==> src/rtl/dma_ctl_pkg.sv <==
package dma_ctl_pkg;
  localparam int DATA_W = 8;
  localparam int CH_W   = 2;
  localparam int SEL_BIT = 2;
  localparam int REQ_OFS = 4;
  localparam logic [DATA_W-1:0] CMD_BAD_BITS = 8'hFB;

  typedef enum logic [3:0] {
    OFF_CMD_STAT = 4'h8,
    OFF_SREQ     = 4'h9,
    OFF_SMASK    = 4'hA,
    OFF_MODE     = 4'hB,
    OFF_CLRFF    = 4'hC,
    OFF_MRESET   = 4'hD,
    OFF_CLRMASK  = 4'hE,
    OFF_WRMASK   = 4'hF
  } ctl_off_e;
endpackage

==> src/rtl/dma_ctl_regs.sv <==
module dma_ctl_regs
  import dma_ctl_pkg::*;
#(
  parameter int NCH = 4
) (
  input  logic                  clk,
  input  logic                  rst,
  input  logic                  wr_en,
  input  logic [3:0]            addr,
  input  logic [DATA_W-1:0]     wdata,
  output logic [DATA_W-1:0]     cmd_q,
  output logic [NCH-1:0]        mask_q,
  output logic [NCH*DATA_W-1:0] mode_q,
  output logic                  ff_clr_q
);
  logic wr_cmd, wr_smask, wr_mode, wr_clrff, wr_mrst, wr_clrmask, wr_wrmask;
  logic cmd_ok;

  assign wr_cmd     = wr_en && (addr == OFF_CMD_STAT);
  assign wr_smask   = wr_en && (addr == OFF_SMASK);
  assign wr_mode    = wr_en && (addr == OFF_MODE);
  assign wr_clrff   = wr_en && (addr == OFF_CLRFF);
  assign wr_mrst    = wr_en && (addr == OFF_MRESET);
  assign wr_clrmask = wr_en && (addr == OFF_CLRMASK);
  assign wr_wrmask  = wr_en && (addr == OFF_WRMASK);
  assign cmd_ok     = (wdata & CMD_BAD_BITS) == '0;

  always_ff @(posedge clk) begin
    if (rst || wr_mrst) begin
      cmd_q <= '0;
    end else if (wr_cmd && cmd_ok) begin
      cmd_q <= wdata;
    end
  end

  always_ff @(posedge clk) begin
    if (rst) begin
      ff_clr_q <= 1'b0;
    end else begin
      ff_clr_q <= wr_clrff || wr_mrst;
    end
  end

  for (genvar i = 0; i < NCH; i++) begin : g_chan
    always_ff @(posedge clk) begin
      if (rst || wr_mrst) begin
        mask_q[i] <= 1'b1;
      end else if (wr_clrmask) begin
        mask_q[i] <= 1'b0;
      end else if (wr_wrmask) begin
        mask_q[i] <= wdata[i];
      end else if (wr_smask && (wdata[CH_W-1:0] == CH_W'(i))) begin
        mask_q[i] <= wdata[SEL_BIT];
      end
    end

    always_ff @(posedge clk) begin
      if (rst) begin
        mode_q[i*DATA_W +: DATA_W] <= '0;
      end else if (wr_mode && (wdata[CH_W-1:0] == CH_W'(i))) begin
        mode_q[i*DATA_W +: DATA_W] <= wdata;
      end
    end
  end
endmodule

==> src/rtl/dma_ctl_status.sv <==
module dma_ctl_status
  import dma_ctl_pkg::*;
#(
  parameter int NCH = 4
) (
  input  logic              clk,
  input  logic              rst,
  input  logic              wr_en,
  input  logic              stat_rd,
  input  logic [3:0]        addr,
  input  logic [DATA_W-1:0] wdata,
  input  logic [NCH-1:0]    dreq,
  input  logic [NCH-1:0]    tc,
  output logic [NCH-1:0]    req_q,
  output logic [NCH-1:0]    tc_q
);
  logic [NCH-1:0] dreq_q;
  logic wr_sreq, wr_mrst;

  assign wr_sreq = wr_en && (addr == OFF_SREQ);
  assign wr_mrst = wr_en && (addr == OFF_MRESET);

  always_ff @(posedge clk) begin
    if (rst) begin
      dreq_q <= '0;
    end else begin
      dreq_q <= dreq;
    end
  end

  for (genvar i = 0; i < NCH; i++) begin : g_chan
    logic hit, rise, fall;
    assign hit  = wr_sreq && (wdata[CH_W-1:0] == CH_W'(i));
    assign rise = dreq[i] && !dreq_q[i];
    assign fall = !dreq[i] && dreq_q[i];

    always_ff @(posedge clk) begin
      if (rst || wr_mrst) begin
        req_q[i] <= 1'b0;
      end else if (hit) begin
        req_q[i] <= wdata[SEL_BIT];
      end else if (rise) begin
        req_q[i] <= 1'b1;
      end else if (fall) begin
        req_q[i] <= 1'b0;
      end
    end

    always_ff @(posedge clk) begin
      if (rst || wr_mrst) begin
        tc_q[i] <= 1'b0;
      end else if (tc[i]) begin
        tc_q[i] <= 1'b1;
      end else if (hit || stat_rd) begin
        tc_q[i] <= 1'b0;
      end
    end
  end
endmodule

==> src/rtl/dma_ctl_arb.sv <==
module dma_ctl_arb #(
  parameter int NCH = 4
) (
  input  logic           clk,
  input  logic           rst,
  input  logic [NCH-1:0] req,
  input  logic [NCH-1:0] mask,
  output logic [NCH-1:0] grant_q
);
  logic [NCH-1:0] ready, pick;
  logic           found;

  assign ready = req & ~mask;

  always_comb begin
    pick  = '0;
    found = 1'b0;
    for (int i = 0; i < NCH; i++) begin
      if (ready[i] && !found) begin
        pick[i] = 1'b1;
        found   = 1'b1;
      end
    end
  end

  always_ff @(posedge clk) begin
    if (rst) begin
      grant_q <= '0;
    end else begin
      grant_q <= pick;
    end
  end
endmodule

==> src/rtl/dma_ctl_scan.sv <==
module dma_ctl_scan
  import dma_ctl_pkg::*;
#(
  parameter int NCH = 4
) (
  input  logic                  clk,
  input  logic                  rst,
  input  logic                  reg_wr,
  input  logic                  reg_rd,
  input  logic [3:0]            reg_addr,
  input  logic [DATA_W-1:0]     reg_wdata,
  output logic [DATA_W-1:0]     reg_rdata,
  input  logic [NCH-1:0]        dreq,
  input  logic [NCH-1:0]        tc,
  output logic [NCH-1:0]        grant,
  output logic [NCH*DATA_W-1:0] mode_out,
  output logic [DATA_W-1:0]     cmd_out,
  output logic                  ff_clear
);
  logic [NCH-1:0]    mask_q, req_q, tc_q;
  logic [DATA_W-1:0] status_byte, mask_byte;
  logic              stat_rd, mask_rd;

  assign stat_rd     = reg_rd && (reg_addr == OFF_CMD_STAT);
  assign mask_rd     = reg_rd && (reg_addr == OFF_WRMASK);
  assign status_byte = (DATA_W'(req_q) << REQ_OFS) | DATA_W'(tc_q);
  assign mask_byte   = DATA_W'(mask_q);

  dma_ctl_regs #(.NCH(NCH)) u_regs (
    .clk(clk), .rst(rst), .wr_en(reg_wr), .addr(reg_addr), .wdata(reg_wdata),
    .cmd_q(cmd_out), .mask_q(mask_q), .mode_q(mode_out), .ff_clr_q(ff_clear)
  );

  dma_ctl_status #(.NCH(NCH)) u_status (
    .clk(clk), .rst(rst), .wr_en(reg_wr), .stat_rd(stat_rd), .addr(reg_addr),
    .wdata(reg_wdata), .dreq(dreq), .tc(tc), .req_q(req_q), .tc_q(tc_q)
  );

  dma_ctl_arb #(.NCH(NCH)) u_arb (
    .clk(clk), .rst(rst), .req(req_q), .mask(mask_q), .grant_q(grant)
  );

  always_ff @(posedge clk) begin
    if (rst) begin
      reg_rdata <= '0;
    end else if (stat_rd) begin
      reg_rdata <= status_byte;
    end else if (mask_rd) begin
      reg_rdata <= mask_byte;
    end else if (reg_rd) begin
      reg_rdata <= '0;
    end
  end
endmodule

==> config.mk <==
export PLATFORM = sky130hd
export DESIGN_NAME = dma_ctl_scan
export DESIGN_NICKNAME = d
export VERILOG_FILES = /design/src/rtl/dma_ctl_pkg.sv /design/src/rtl/dma_ctl_regs.sv /design/src/rtl/dma_ctl_status.sv /design/src/rtl/dma_ctl_arb.sv /design/src/rtl/dma_ctl_scan.sv
export SDC_FILE = /design/constraint.sdc
export NUM_CORES = 1
export LEC_CHECK = 0
export BUFFER_PORTS_ARGS = -buffer_cell sky130_fd_sc_hd__buf_2
export CAP_MARGIN = 40
export CORE_MARGIN = 3
export CORE_UTILIZATION = 47
export CTS_CLUSTER_SIZE = 30
export DETAILED_ROUTE_END_ITERATION = 6
export GPL_ROUTABILITY_DRIVEN = 0
export PLACE_DENSITY = 0.83
export SYNTH_ARGS = -nofsm -noshare
export SYNTH_HDL_FRONTEND = slang
export SYNTH_HIERARCHICAL = 1
export SYNTH_SLANG_ARGS = --single-unit
==> constraint.sdc <==
create_clock -name clk -period 1.35 [get_ports clk]
set_clock_uncertainty 0.05 [all_clocks]
set_input_delay 0.27 -clock clk [delete_from_list [all_inputs] [get_ports clk]]
set_output_delay 0.27 -clock clk [all_outputs]
set_load 0.01 [all_outputs]
**Yosys cells after proc, flatten, opt, wreduce, memory -nomap -nowiden**

Index checks and enable logic that the tools add are counted.

- Register bits after elaboration: 69
- Latch bits: 0
- Bits in writable memories: 0
- ROM bits: 0
- Bits of input ports: 24
- Output and inout bits: 53
- Word-level logic and storage cells: 142
- Memories: 0

- Add/sub/neg operators: 0
- $mul: 0
- Divide/modulo/power cells: 0
- $lt $le $gt $ge: 0
- Equal/unequal tests: 11
- Shift-type cells: 0
- Muxes and demuxes: 41
- Bitwise gates (word level): 3
- Reductions and logical operators: 66

Operators by type and width:

| cell | count |
|---|---|
| two-way mux 1 bit | 38 |
| logical AND 1 bit | 34 |
| == test 4 bit, second input constant | 8 |
| nonzero test 3 bit | 9 |
| two-way mux 8 bit | 3 |
| logical NOT 1 bit | 11 |
| logical NOT 8 bit | 1 |
| bitwise OR 8 x 4 -> 8 bit | 1 |
| nonzero test 2 bit | 4 |
| logical OR 1 bit | 6 |
| bitwise AND 4 bit | 1 |
| == test 2 bit, second input constant | 2 |
| inverter 4 bit | 1 |
| == test 2 x 1 -> 1 bit, second input constant | 1 |
| logical NOT 2 bit | 1 |

**Longest topological paths before layout**

- Word-level depth: 12
- Gate-level depth with buffers: 6
- Gate-level depth less buffers: 5

**Hierarchy**

Netlist, hierarchy kept.

Modules (own cells, without submodules):

| module | times used | cells each | area an instance (um2) | seq. area each (um2) |
|---|---|---|---|---|
| dma_ctl_regs | 1 | 179 | 1863.0 | 900.9 |
| dma_ctl_status | 1 | 61 | 563.0 | 240.2 |
| dma_ctl_scan | 1 | 27 | 319.1 | 160.2 |
| dma_ctl_arb | 1 | 12 | 165.2 | 80.1 |

**Least setup slack after synthesis**

No wires, ideal clock.

- Path type: input -> register
- Start: input port reg_addr[0]
- End: register u_regs.mode_q[16]
- Library setup time: 0.116 ns
- Data arrival time: 1.300 ns
- Required time: 1.184 ns
- Slack: -0.116 ns
- Stages: 5
- Buffers on the path: 2
- Path through: buf_4 > nand4_2 > or4b_1 > buf_6 > and3b_1

- Cells in the longest elaborated chain, start to end: 3

Ends and longest elaborated chain:

| what | RTL line | source |
|---|---|---|
| start: declaration | dma_ctl_scan.sv:10 | `input logic [3:0] reg_addr,` |
| == test 4 bit | dma_ctl_regs.sv:21 | `assign wr_mode = wr_en && (addr == OFF_MODE);` |
| logical AND 1 bit | dma_ctl_regs.sv:21 |  |
| logical AND 1 bit | dma_ctl_regs.sv:60 | `end else if (wr_mode && (wdata[CH_W-1:0] == CH_W'(i))) begin` |
| end signal: indexed assignment | dma_ctl_regs.sv:61 | `mode_q[i*DATA_W +: DATA_W] <= wdata;` |
| end: declaration | dma_ctl_regs.sv:13 | `output logic [NCH*DATA_W-1:0] mode_q,` |

Every way passes these cells.
A chain may end at the register's enable or synchronous reset.

**Final worst setup path**

- Start: input port reg_addr[1]
- End: register u_regs.mode_q[16]

The elaborated chain is that of the path after synthesis.

==> flow_summary.ini <==
[cts]
cts_htree_levels = 3
clk_sinks = 69
post_cts_buffers = 0
tritoncts_clock_tree = built
hold_buffer_count_at_cts = 0
post_cts_resized = 0
buffers_from_clock_root_to_sink_at_most = 2
num_cts_buffers = 9
cts.root.buffer_cell = sky130_fd_sc_hd__clkbuf_8
clk_pin_slew_ns = 0.08
clock_latency_of_the_later_clocked_register_in_the_worst_skew_pair_ns = 0.34

[global_route]
wire_length_of_the_first_global_routing_pass_um = 11400
antenna_found_initial = 0
globalRouteOverflowTotal = 0
number_of_global_route_vias_before_repair = 2400
gr-usage-all-layers = 0.200
pin_count_of_the_biggest_net_entering_global_routing = 32

[min_path]
timing.hold.worst.class = primary input to flop

[timing]
hold_viol = 0
final.period_utilization = 0.921
drv_slew = 0
max_slew_margin = 0.753
finalSetupViolations = 0
tightest_slew_ns = 0.368
achievable-frequency_mhz = 805
setup_repair_after_global_routing_missed_its_margin = no
period_needed_ns = 1.24

[routing]
route.vias.total = 2460
totalWireLength_um = 7200
initialDrtViolationCount = 101
detail_route.vias_per_cell = 5.20
average_routed_wire_per_standard_cell_um = 15.2
drt-pass1-iter-count = 4
drc_errors = 0
route.antenna.remaining_nets = 0

[yosys]
syn_area_um2 = 2910
ys_async_sr_fraction = 0
yosys-mux-area-fraction = 0.0864
area_share_of_the_largest_cell_type_after_synthesis = 0.475
yosys.cell_types.count = 56
fraction_of_the_mapped_netlist_area_in_adder_cells = 0.0138
synth_compound_gate_area_share = 0.114
synth.avg_cell_area_um2 = 10.4
simple_gate_fraction_of_synth_area = 0.265
synth.yosys.seq_area_share = 0.475
yosys-top-cells-area = sky130_fd_sc_hd__dfxtp_1, sky130_fd_sc_hd__mux2i_1, sky130_fd_sc_hd__nand2b_1, sky130_fd_sc_hd__nor3b_1, sky130_fd_sc_hd__inv_1
post_synth_inst_count = 279
synth_edf_count = 0
syn_warnings = 6
yosys_register_bits = 69
synth-main-ff-cell = sky130_fd_sc_hd__dfxtp_1
combinational_family_with_the_most_area_after_synthesis = simple AND/OR/NAND/NOR gates
postSynthNetCount = 303
yosysTopAreaCell = sky130_fd_sc_hd__dfxtp_1
synth-xor-area-share = 0

[cells_and_area]
drive_gt1_frac = 0.399
layout.filler_cells = 493
insertedDiodeCount = 0
finalNetCount = 417
area_growth_syn_to_layout_pct = 32.7
layoutNonFillerInstCount = 473

[floorplanning]
fp.dieH_um = 84.7
die_w_um = 84.7
io_pins = 77
floorplan.core_area_um2 = 5960
start_util = 0.489
core.rowCount = 28
fp.dieArea_um2 = 7170

[place]
portBuffers = 76
dpl_cells = 457
dp_hpwl_um = 5280

[job]
cap_viol_max_count = 0

[power_and_ir_drop]
vdd_ir_drop_max_v = 0.000603
finalPower_mw = 4.21
pwr_density_cell_nw_per_um2 = 1090
static-leakage-power_nw = 1.84

[worst_setup_path]
timing.setup.critical_path_class = primary input to flop
cp_launch_type = primary input
timing.critical_path.required_ns = 1.54
timing.critical_path.fanout_max = 8
arrival_ns = 1.43
cp-end-kind = flop

[status]
outcome = completed
==> logic make-up after synthesis <==
family | Yosys count
and+or+nand+nor | 109
DFF | 69
AOI/OAI and AO/OA | 42
buffers and inverters | 30
muxes | 25
adders and majority gates | 4
==> flip-flops by register name, indices dropped and copies added (netlist names) <==
signal / cells
u_status/dreq_q: 4
u_regs/cmd_q: 8
u_status/tc_q: 4
u_regs/ff_clr_q: 1
u_arb/grant_q: 4
u_status/req_q: 4
u_regs/mask_q: 4
reg_rdata: 8
u_regs/mode_q: 32
==> final timing paths <==
kind	depth (start not counted)	endpoint	start	slack (ns)
worst max-delay path	5	u_regs/mode_q[16]$_SDFFE_PP0P_	reg_addr[1]	0.11
worst min-delay path	3	u_status/dreq_q[0]$_SDFF_PP0_	dreq[0]	0.09
worst max register to register	3	u_status/req_q[1]$_SDFFE_PP0P_	u_status/req_q[1]$_SDFFE_PP0P_	0.17
worst min register to register	2	u_regs/mode_q[24]$_SDFFE_PP0P_	u_regs/mode_q[24]$_SDFFE_PP0P_	0.42
==> cells in the mapped netlist (3+ instances only) <==
cell and count:
sky130_fd_sc_hd__nand2b_1 34, sky130_fd_sc_hd__nor3_1 6, sky130_fd_sc_hd__a221o_2 4, sky130_fd_sc_hd__clkbuf_1 8, sky130_fd_sc_hd__o21a_1 3, sky130_fd_sc_hd__mux2i_1 24, sky130_fd_sc_hd__nand3_1 3, sky130_fd_sc_hd__nor3b_1 12
sky130_fd_sc_hd__a211oi_1 3, sky130_fd_sc_hd__maj3_1 4, sky130_fd_sc_hd__a21oi_1 10, sky130_fd_sc_hd__nor4_2 3, sky130_fd_sc_hd__nand2_1 3, sky130_fd_sc_hd__inv_1 15, sky130_fd_sc_hd__buf_2 4, sky130_fd_sc_hd__and2_0 4
sky130_fd_sc_hd__a22o_2 4, sky130_fd_sc_hd__nor2b_1 5, sky130_fd_sc_hd__dfxtp_1 69, sky130_fd_sc_hd__nor2_1 9
==> layer usage <==
metal  global-route usage  up-vias  share of wire
met4               0.0835        0          0.015
met1                0.245     1155           0.44
met2                0.341       74           0.49
li1                     -     1221              -
met3               0.0412       10          0.057
met5                    0        -              0
==> layout by cell type, fill, tap and decap left out, types with 3 or more instances in the layout <==
cell                         synthesis  routed
sky130_fd_sc_hd__mux2i_1            24      24
sky130_fd_sc_hd__nand2b_1           34      34
sky130_fd_sc_hd__nor2b_1             5       5
sky130_fd_sc_hd__dfxtp_1            69      69
sky130_fd_sc_hd__maj3_1              4       4
sky130_fd_sc_hd__buf_4               2      40
sky130_fd_sc_hd__nand3_1             3       3
sky130_fd_sc_hd__o21a_1              3       3
sky130_fd_sc_hd__clkinvlp_4          0       3
sky130_fd_sc_hd__nor3b_1            12      12
sky130_fd_sc_hd__buf_2               4      76
sky130_fd_sc_hd__a221o_2             4       4
sky130_fd_sc_hd__and2_0              4       4
sky130_fd_sc_hd__nand2_1             3       3
sky130_fd_sc_hd__nor3_1              6       6
sky130_fd_sc_hd__a21oi_1            10      10
sky130_fd_sc_hd__a22o_2              4       4
sky130_fd_sc_hd__inv_1              15      15
sky130_fd_sc_hd__nor4_2              3       3
sky130_fd_sc_hd__nor2_1              9       9
sky130_fd_sc_hd__clkbuf_8            0       9
sky130_fd_sc_hd__a211oi_1            3       3
==> where the power goes <==
part,switching (mW),internal (mW),total (mW)
clock network,0.856,0.877,1.73
logic,0.190,0.191,0.381
registers,0.0253,2.07,2.10
total,1.07,3.14,4.21
==> critical path, stage by stage <==
cell and delay, ns:
sky130_fd_sc_hd__buf_2 0.15, sky130_fd_sc_hd__nand4_4 0.13, sky130_fd_sc_hd__or4b_1 0.51, sky130_fd_sc_hd__buf_4 0.19, sky130_fd_sc_hd__and3b_1 0.17
==> final cells by class <==
class | count | area, um^2 | share of cell area
clock buffer | 9 | 124 | 0.0321
timing repair buffer | 118 | 721 | 0.187
multi-input combinational | 180 | 1410 | 0.364
tap | 75 | 93.8 | 0.0243
sequential | 69 | 1380 | 0.358
clock inverter | 7 | 81.3 | 0.0211
inverter | 15 | 56.3 | 0.0146
==> stage by stage <==
step	instance area (um^2)	setup slack (ns)	utilization	hold WS (ns)	TNS, ns
2_1_floorplan	2930	-0.107	-	0.290	-0.558
3_3_place_gp	3660	-0.213	0.614	0.384	-5.37
3_5_place_dp	3660	-0.255	0.614	0.407	-7.25
5_1_grt	3860	0.0524	0.649	0.104	0
4_1_cts	3860	0.111	0.649	0.0925	0
6_report	3860	0.107	0.649	0.0941	0
No activity file was read; power rests on OpenSTA's default activity.
